===== src/rtl/tickgen_pkg.sv =====
package tickgen_pkg;
  localparam int PRE_W  = 8;
  localparam int SEL_W  = 4;
  localparam int WORD_W = 32;

  // group index of a channel: channels below split use group 0
  function automatic int unsigned group_of(input int unsigned ch, input int unsigned split);
    return (ch < split) ? 0 : 1;
  endfunction

  // terminal count of a post-divider for a given select
  function automatic logic [(1<<SEL_W)-2:0] term_mask(input logic [SEL_W-1:0] sel);
    logic [(1<<SEL_W)-2:0] m;
    m = '0;
    for (int b = 0; b < (1<<SEL_W)-1; b++) begin
      if (b < int'(sel)) m[b] = 1'b1;
    end
    return m;
  endfunction

  // total division ratio of a channel
  function automatic logic [31:0] total_div(input logic [PRE_W-1:0] pre, input logic [SEL_W-1:0] sel);
    return (32'(pre) + 32'd1) << sel;
  endfunction

  // reset value of the prescale word: each group field set to 1
  function automatic logic [WORD_W-1:0] pre_reset(input int unsigned groups);
    logic [WORD_W-1:0] v;
    v = '0;
    for (int g = 0; g < 2; g++) begin
      if (g < int'(groups)) v[g*PRE_W] = 1'b1;
    end
    return v;
  endfunction
endpackage


===== src/rtl/prescale_stage.sv =====
module prescale_stage #(
  parameter int PRE_W = 8
) (
  input  logic             clk,
  input  logic             rst_n,
  input  logic             restart,
  input  logic [PRE_W-1:0] limit,
  output logic             stage
);
  logic [PRE_W-1:0] cnt_q;

  assign stage = (cnt_q == limit);

  always_ff @(posedge clk) begin
    if (!rst_n || restart) begin
      cnt_q <= '0;
    end else if (stage) begin
      cnt_q <= '0;
    end else begin
      cnt_q <= cnt_q + 1'b1;
    end
  end
endmodule


===== src/rtl/post_divider.sv =====
module post_divider
  import tickgen_pkg::*;
#(
  parameter int SW = 4
) (
  input  logic          clk,
  input  logic          rst_n,
  input  logic          restart,
  input  logic          stage,
  input  logic [SW-1:0] sel,
  output logic          tick
);
  localparam int CNT_W = (1 << SW) - 1;

  logic [CNT_W-1:0] cnt_q;
  logic [CNT_W-1:0] mask;

  assign mask = CNT_W'(term_mask(SEL_W'(sel)));
  assign tick = stage && (cnt_q == mask);

  always_ff @(posedge clk) begin
    if (!rst_n || restart) begin
      cnt_q <= '0;
    end else if (stage) begin
      cnt_q <= tick ? '0 : cnt_q + 1'b1;
    end
  end
endmodule


===== src/rtl/prescale_tick_gen.sv =====
module prescale_tick_gen
  import tickgen_pkg::*;
#(
  parameter int NUM_CH = 5,
  parameter int SPLIT  = 2
) (
  input  logic                  clk,
  input  logic                  rst_n,
  input  logic                  cfg_wr,
  input  logic [WORD_W-1:0]     pre_word_in,
  input  logic [WORD_W-1:0]     div_word_in,
  output logic [NUM_CH-1:0]     tick
);
  localparam int NUM_GRP = 2;
  localparam logic [WORD_W-1:0] PRE_RST = pre_reset(NUM_GRP);

  logic [WORD_W-1:0]  pre_q;
  logic [WORD_W-1:0]  div_q;
  logic               restart;
  logic [NUM_GRP-1:0] stage_pulse;

  assign restart = cfg_wr;

  always_ff @(posedge clk) begin
    if (!rst_n) begin
      pre_q <= PRE_RST;
      div_q <= '0;
    end else if (cfg_wr) begin
      pre_q <= pre_word_in;
      div_q <= div_word_in;
    end
  end

  for (genvar g = 0; g < NUM_GRP; g++) begin : g_pre
    prescale_stage #(.PRE_W(PRE_W)) u_stage (
      .clk     (clk),
      .rst_n   (rst_n),
      .restart (restart),
      .limit   (pre_q[g*PRE_W +: PRE_W]),
      .stage   (stage_pulse[g])
    );
  end

  for (genvar c = 0; c < NUM_CH; c++) begin : g_ch
    localparam int GRP = group_of(c, SPLIT);
    post_divider #(.SW(SEL_W)) u_div (
      .clk     (clk),
      .rst_n   (rst_n),
      .restart (restart),
      .stage   (stage_pulse[GRP]),
      .sel     (div_q[c*SEL_W +: SEL_W]),
      .tick    (tick[c])
    );
  end
endmodule


===== config.mk =====
export PLATFORM = sky130hd
export DESIGN_NAME = prescale_tick_gen
export DESIGN_NICKNAME = d
export VERILOG_FILES = /design/src/rtl/tickgen_pkg.sv /design/src/rtl/prescale_stage.sv /design/src/rtl/post_divider.sv /design/src/rtl/prescale_tick_gen.sv
export SDC_FILE = /design/constraint.sdc
export NUM_CORES = 1
export LEC_CHECK = 0
export ABC_AREA = 0
export BUFFER_PORTS_ARGS = -buffer_cell sky130_fd_sc_hd__buf_2
export CAP_MARGIN = 10
export CORE_UTILIZATION = 36
export CTS_CLUSTER_DIAMETER = 40
export CTS_CLUSTER_SIZE = 30
export DETAILED_ROUTE_END_ITERATION = 7
export PLACE_DENSITY_LB_ADDON = 0.12
export SYNTH_ARGS = -nofsm -noshare
export SYNTH_HDL_FRONTEND = slang
export SYNTH_HIERARCHICAL = 1
export SYNTH_SLANG_ARGS = --single-unit

===== constraint.sdc =====
create_clock -name clk -period 3.1 [get_ports clk]
set_input_delay 0.465 -clock clk [delete_from_list [all_inputs] [get_ports clk]]
set_output_delay 0.465 -clock clk [all_outputs]
set_load 0.01 [all_outputs]

==> flow_metrics.tcl, run 1 <==
set metrics [dict create \
    synth.distinct_cells 46 \
    vdd_drop_max_mv 0.428 \
    cts_tree "yes" \
    rows 51 \
    vias_per_cell 5.17 \
    p_leak_uw 0.00299 \
    combPwrFrac_pct 9.4 \
    multi_input_area_um2 4360 \
    wl_mm 15.8 \
    diodes 0 \
    syn_inst 829 \
    async_flop_share_pct 0 \
    cap_violations 0 \
    cp-end-kind "primary output" \
    max-slew-margin-rel_pct 43.8 \
    core_um2 19600 \
    final_common_cell "dfxtp_1" \
    setup_viol_count_final 0 \
    power_frac_seq_pct 42.0 \
    antenna_found_initial 0 \
    netlist_area_um2 7230 \
    start_kind "flip-flop" \
    die-height_um 144 \
    dieArea_um2 20700 \
    area_delta_synth_final_pct 13.5 \
    p_int_uw 3120 \
    rsz0062_at_grt "false" \
    p_clk_share_pct 48.6 \
    routedWlPerCell_um 13.9 \
    tightest_slew_ns 0.843 \
    tns_ns 0 \
    cp-endpoint "tick[0]" \
    cp.arrival_ns 2.49 \
    grt_pass1_wl_mm 26.4 \
    die_x_um 144 \
    synth_top_area_share_pct 35.2 \
    clk_latency_ns 0.42 \
    hp-class "primary input to flip-flop" \
    vias 5897 \
    finalPower_uw 4110 \
    syn_avg_cell_area_um2 8.72 \
    path_max_fanout 8 \
    critPathRequiredTime_ns 2.63 \
    final.period_utilization_pct 95.4 \
    first_iter_violations 257 \
    slew_violations 0 \
    sw_frac_of_total_pct 24.0 \
    layout_common_cells "123 x dfxtp_1, 104 x nor2_1, 80 x xor2_1" \
    grtUsageTotal_pct 16.1 \
    drc 0 \
    synth_area_leaders "dfxtp_1 35%, xor2_1 9.7%, nor2_1 5.5%, mux2i_1 5.0%, nor2b_1 4.2%" \
    clk_path_buf_depth 2 \
    clk_pin_slew_ns 0.06 \
    ios 72 \
    ys_ff_latch 127 \
    io_buffer_count 43 \
    yosysTopAreaCell "dfxtp_1" \
    fin_crit_ns 2.96 \
    max_freq_mhz 338 \
    initial_utilization_pct 36.9 \
    outcome "finished, final reports clean" \
    postSynthNetCount 903 \
    reg2regPathDepth 7 \
    rrSetupSlack_ns 0.75 \
    overflow 0 \
    dpl.hpwl_mm 11.2 \
    seq_area_um2 2550 \
    synth-edff-count 0 \
    gp_congestion 0.816 \
    first_global_vias 5550 \
    ant_nets 0 \
    cts_buffers 17 \
    r2r-start "g_pre[0].u_stage/cnt_q[6]" \
    holdBufCountCts 0 \
    holdWs_ns 0.259 \
    hold_start "pre_word_in[8]" \
    critPathKind "flip-flop to primary output" \
    final_layout_size_suffix_gt1_share_pct 14.3 \
    htree_levels 4 \
    p_per_area_nw_per_um2 501 \
    finClkSkew_ns 0.00879 \
    clock-sinks 127 \
    cp-startpoint "g_pre[0].u_stage/cnt_q[6]" \
    clockRootBuffer "clkbuf_16" \
    num-nets-final 938 \
    synth_top_flop_cell "dfxtp_1" \
    ys_seq_area_share_pct 35.2 \
    grt_max_degree 30 \
    r2r-end "g_ch[0].u_div/cnt_q[12]" \
    dr.pass1.iters 4 \
    hold_violations 0 \
    n_fill_cell 1956 \
    yosysWarnings 6 \
    p_sw_uw 989 \
]
-- per-stage QoR --
stage | setup WS (ns) | cell area, µm² | util (%) | std cells
global placement | 0.353 | 7590 | 38.8 | 1108
detailed placement | 0.375 | 7590 | 38.8 | 1108
global route | 0.00141 | 8210 | 41.9 | 1141
floorplan | 0.442 | 7230 | - | 829
CTS | 0.0210 | 8190 | 41.8 | 1140
finish | 0.144 | 8210 | 41.9 | 1141
-- flip-flops by register name (all words and copies together), names as in the netlist --
register and cells:
g_pre.u_stage/cnt_q 16, g_ch.u_div/cnt_q 75, pre_q 16, div_q 20
-- worst max-delay path: stages (launching register included) --
cell and delay (ns):
dfxtp_1 0.34, xor2_1 0.19, nor4_4 0.32, and2_4 0.27, o211ai_1 0.11, or4_4 0.54
nor2_1 0.15, buf_2 0.15
-- synthesized netlist by cell type, types with 17 or more instances --
master and count:
dfxtp_1 127, buf_2 20, nor2b_1 49, nand4_1 17
nand3_1 24, nand2_1 56, nand2b_1 27, a21oi_1 45
nor2_1 105, xnor2_1 27, mux2i_1 36, xor2_1 80
-- cell type report --
class	count	area share, %
tap	265	4.04
inverter	7	0.320
clock inverter	12	1.75
multi-input combinational	649	53.1
timing repair buffer	62	4.37
clock buffer	19	5.40
sequential	127	31.0
-- layer usage --
layer	wire length [µm]	track usage, %
met5	0	0
met4	197	5.32
met3	544	4.33
met2	7490	26.6
met1	7610	20.3
-- worst min-delay path by stage --
stage               slack (ns)       end  cells after the start
floorplan                 0.46  pre_q[0]                      2
global placement          0.49  pre_q[8]                      2
detailed placement        0.49  pre_q[8]                      2
CTS                       0.24  pre_q[8]                      3
global route              0.25  pre_q[8]                      3
finish                    0.26  pre_q[8]                      3
-- power groups by stage --
stage                     combinational [µW]  sequential [µW]  clock, µW
after floorplan                          325             1720          0
after global placement                   369             1760          0
after detailed placement                 380             1760          0
after CTS                                386             1730       2070
after global routing                     425             1740       2140
final                                    386             1730       2000
-- what timing repair did --
item / 4_1_cts / 5_1_grt
cloned: 1 / 0
resized for setup: 4 / 6
setup endpoints to repair: 5 / 5
buffers inserted: 0 / 1
pin swaps: 0 / 5
-- logic make-up after synthesis --
| logic type | after synthesis | synth area share [%] |
|---|---|---|
| AO/OA/AOI/OAI | 147 | 14.5 |
| AND/OR/NAND/NOR | 352 | 26.5 |
| multiplexers | 36 | 4.98 |
| adder cells (fa/ha/maj) | 7 | 1.21 |
| flip-flops | 127 | 35.2 |
| XOR/XNOR | 107 | 13.0 |
| buffers and inverters | 53 | 4.69 |
Note: power is estimated with default switching activity, not from simulation.
==> inputs of run 2 (changes only) <==
--- a/config.mk
+++ b/config.mk
@@ -15,5 +15,4 @@
 export PLACE_DENSITY_LB_ADDON = 0.12
 export SYNTH_ARGS = -nofsm -noshare
 export SYNTH_HDL_FRONTEND = slang
-export SYNTH_HIERARCHICAL = 1
 export SYNTH_SLANG_ARGS = --single-unit
==> flow_metrics.tcl, run 2 <==
set metrics [dict create \
    wl_mm 16.3 \
    p_int_uw 2990 \
    p_per_area_nw_per_um2 481 \
    synth.distinct_cells 67 \
    setup_viol_count_final 0 \
    drc 0 \
    design_area_um2 8230 \
    critPathKind "flip-flop to primary output" \
    slew_violations 0 \
    diodes 0 \
    start_kind "flip-flop" \
    fin_ws_ns 0.0709 \
    core_um2 18800 \
    ant_nets 0 \
    cts_tree "yes" \
    n_fill_cell 1885 \
    vdd_drop_max_mv 0.384 \
    overflow 0 \
    area_delta_synth_final_pct 18.2 \
    p_sw_uw 967 \
    tightest_slew_ns 0.577 \
    holdBufCountCts 0 \
    first_global_vias 5456 \
    netlist_area_um2 6960 \
    grt_max_degree 28 \
    tns_ns 0 \
    yosysWarnings 0 \
    fin_crit_ns 3.03 \
    synth_top_family_by_area "simple AND/OR/NAND/NOR gates" \
    syn_avg_cell_area_um2 8.09 \
    final_common_cell "nor2_1" \
    final_layout_size_suffix_gt1_share_pct 16.5 \
    cp-end-kind "primary output" \
    vias 5884 \
    postSynthNetCount 935 \
    cap_violations 0 \
    max_flop_register "g_ch.u_div.cnt_q" \
    layout_common_cells "122 x nor2_1, 109 x dfxtp_1, 63 x nand2_1" \
    clk_path_buf_depth 2 \
    synthTopCellsByCount "127 x dfxtp_1, 123 x nor2_1, 63 x nand2_1" \
    dpl.hpwl_mm 11.2 \
    dr.pass1.iters 5 \
    yosysTopAreaCell "dfxtp_1" \
    hold_violations 0 \
    ys_seq_area_share_pct 36.5 \
    synth-edff-count 0 \
    cts_buffers 17 \
    reg_top3 "g_ch.u_div.cnt_q: 75 flops, div_q: 20 flops" \
    first_iter_violations 281 \
    ios 72 \
    synth_top_area_share_pct 36.5 \
    rows 50 \
    syn_inst 861 \
    synth_xor_area_share_pct 12.0 \
    htree_levels 4 \
    largest_register_ff_count 75 \
    synth_top_flop_cell "dfxtp_1" \
    p_leak_uw 0.00301 \
    critPathRequiredTime_ns 2.63 \
    pre_cts_slack_ns 0.263 \
    muxShareOfSynthArea_pct 5.75 \
    initial_utilization_pct 37.0 \
    seq_area_um2 2570 \
    clk_pin_slew_ns 0.05 \
    grtUsageTotal_pct 17.4 \
    path_max_fanout 5 \
    finClkSkew_ns 0.00818 \
    max_freq_mhz 330 \
    synth-simple-area-share_pct 27.0 \
    async_flop_share_pct 0 \
    gp_congestion 0.831 \
    clk_latency_ns 0.42 \
    outcome "finished, final reports clean" \
    grt_pass1_wl_mm 27.9 \
    placed_area_um2 7400 \
    multi_input_area_um2 4160 \
    num-nets-final 980 \
    synth.most_common_cell "dfxtp_1" \
    power_frac_seq_pct 43.5 \
    clock-sinks 127 \
    ys_ff_latch 127 \
    hp-class "primary input to flip-flop" \
    vias_per_cell 4.99 \
    die_x_um 141 \
    max-slew-margin-rel_pct 61.3 \
    dieArea_um2 19900 \
    clockRootBuffer "clkbuf_16" \
    final.period_utilization_pct 97.7 \
    combPwrFrac_pct 8.6 \
    yosys.area_share.adder_pct 1.55 \
    synth_compound_area_share_pct 12.3 \
    cp.arrival_ns 2.56 \
    antenna_found_initial 1 \
    die-height_um 141 \
    routedWlPerCell_um 13.8 \
    synth_area_leaders "dfxtp_1 37%, xnor2_1 6.9%, nor2_1 6.6%, mux2i_1 5.8%, xor2_1 5.0%" \
    io_buffer_count 43 \
    sw_frac_of_total_pct 24.4 \
    p_clk_share_pct 47.9 \
]
## run 2: timing repair
action | CTS | global route
buffers inserted | 12 | 7
pin swaps | 7 | 12
endpoints found under the hold margin | 0 | 0
endpoints found under the setup margin | 2 | 22
gates resized for setup | 16 | 26
gates cloned | 0 | 0
## run 2: area by class of cell
class | count | share of cell area (%)
Clock buffer | 21 | 5.72
Multi-Input combinational cell | 653 | 50.6
Tap cell | 260 | 3.95
Timing Repair Buffer | 80 | 6.11
Clock inverter | 11 | 1.09
Sequential cell | 127 | 31.3
Inverter | 27 | 1.26
## run 2: worst max-delay path, stage by stage, from the launching register on
cell and delay, ns:
dfxtp_4 0.36, nor4_4 0.27, a21oi_2 0.06, o31a_1 0.23, or4_1 0.51, or4b_4 0.52
inv_4 0.09, buf_6 0.10
## run 2: worst paths after layout
| check | start | end | slack [ns] | cells after the start |
|---|---|---|---|---|
| hold / removal | pre_word_in[0] | pre_q[0] | 0.27 | 3 |
| setup / recovery | div_q[13] | tick[3] | 0.07 | 7 |
| hold reg to reg | g_pre[1].u_stage.cnt_q[0] | g_pre[1].u_stage.cnt_q[0] | 0.47 | 1 |
| setup reg to reg | g_pre[1].u_stage.cnt_q[2] | g_ch[4].u_div.cnt_q[11] | 0.18 | 18 |
## run 2: through the flow
| step | hold WS (ns) | total power, µW | utilization, % | std cells |
|---|---|---|---|---|
| floorplan | 0.460 | 1970 | - | 861 |
| global placement | 0.484 | 2060 | 39.3 | 1128 |
| detailed placement | 0.486 | 2060 | 39.3 | 1128 |
| CTS | 0.255 | 4000 | 42.9 | 1172 |
| global route | 0.267 | 4120 | 43.7 | 1179 |
| finish | 0.271 | 3960 | 43.7 | 1179 |
## run 2: power groups by stage
stage	Clock, µW	Combinational [µW]	Sequential (µW)
6_report	1900	340	1720
5_1_grt	2020	379	1730
3_5_place_dp	0	306	1750
2_1_floorplan	0	246	1720
3_3_place_gp	0	306	1750
4_1_cts	1950	332	1720
## run 2: metal layers
layer	GRT usage [%]	part of all wire [%]	vias to the layer above
li1	-	-	3063
met1	25.2	53	2702
met2	24.7	42	104
met3	3.77	3.7	15
met4	6.98	1.6	0
met5	0	0	-
## run 2: cell families (layout without fill, tap and decap cells)
family	count (synthesis)	after routing
AO/OA/AOI/OAI	130	130
AND/OR/NAND/NOR	379	379
buffers and inverters	81	139
adder cells (fa/ha/maj)	9	9
multiplexers	40	40
XOR/XNOR	95	95
flip-flops	127	127
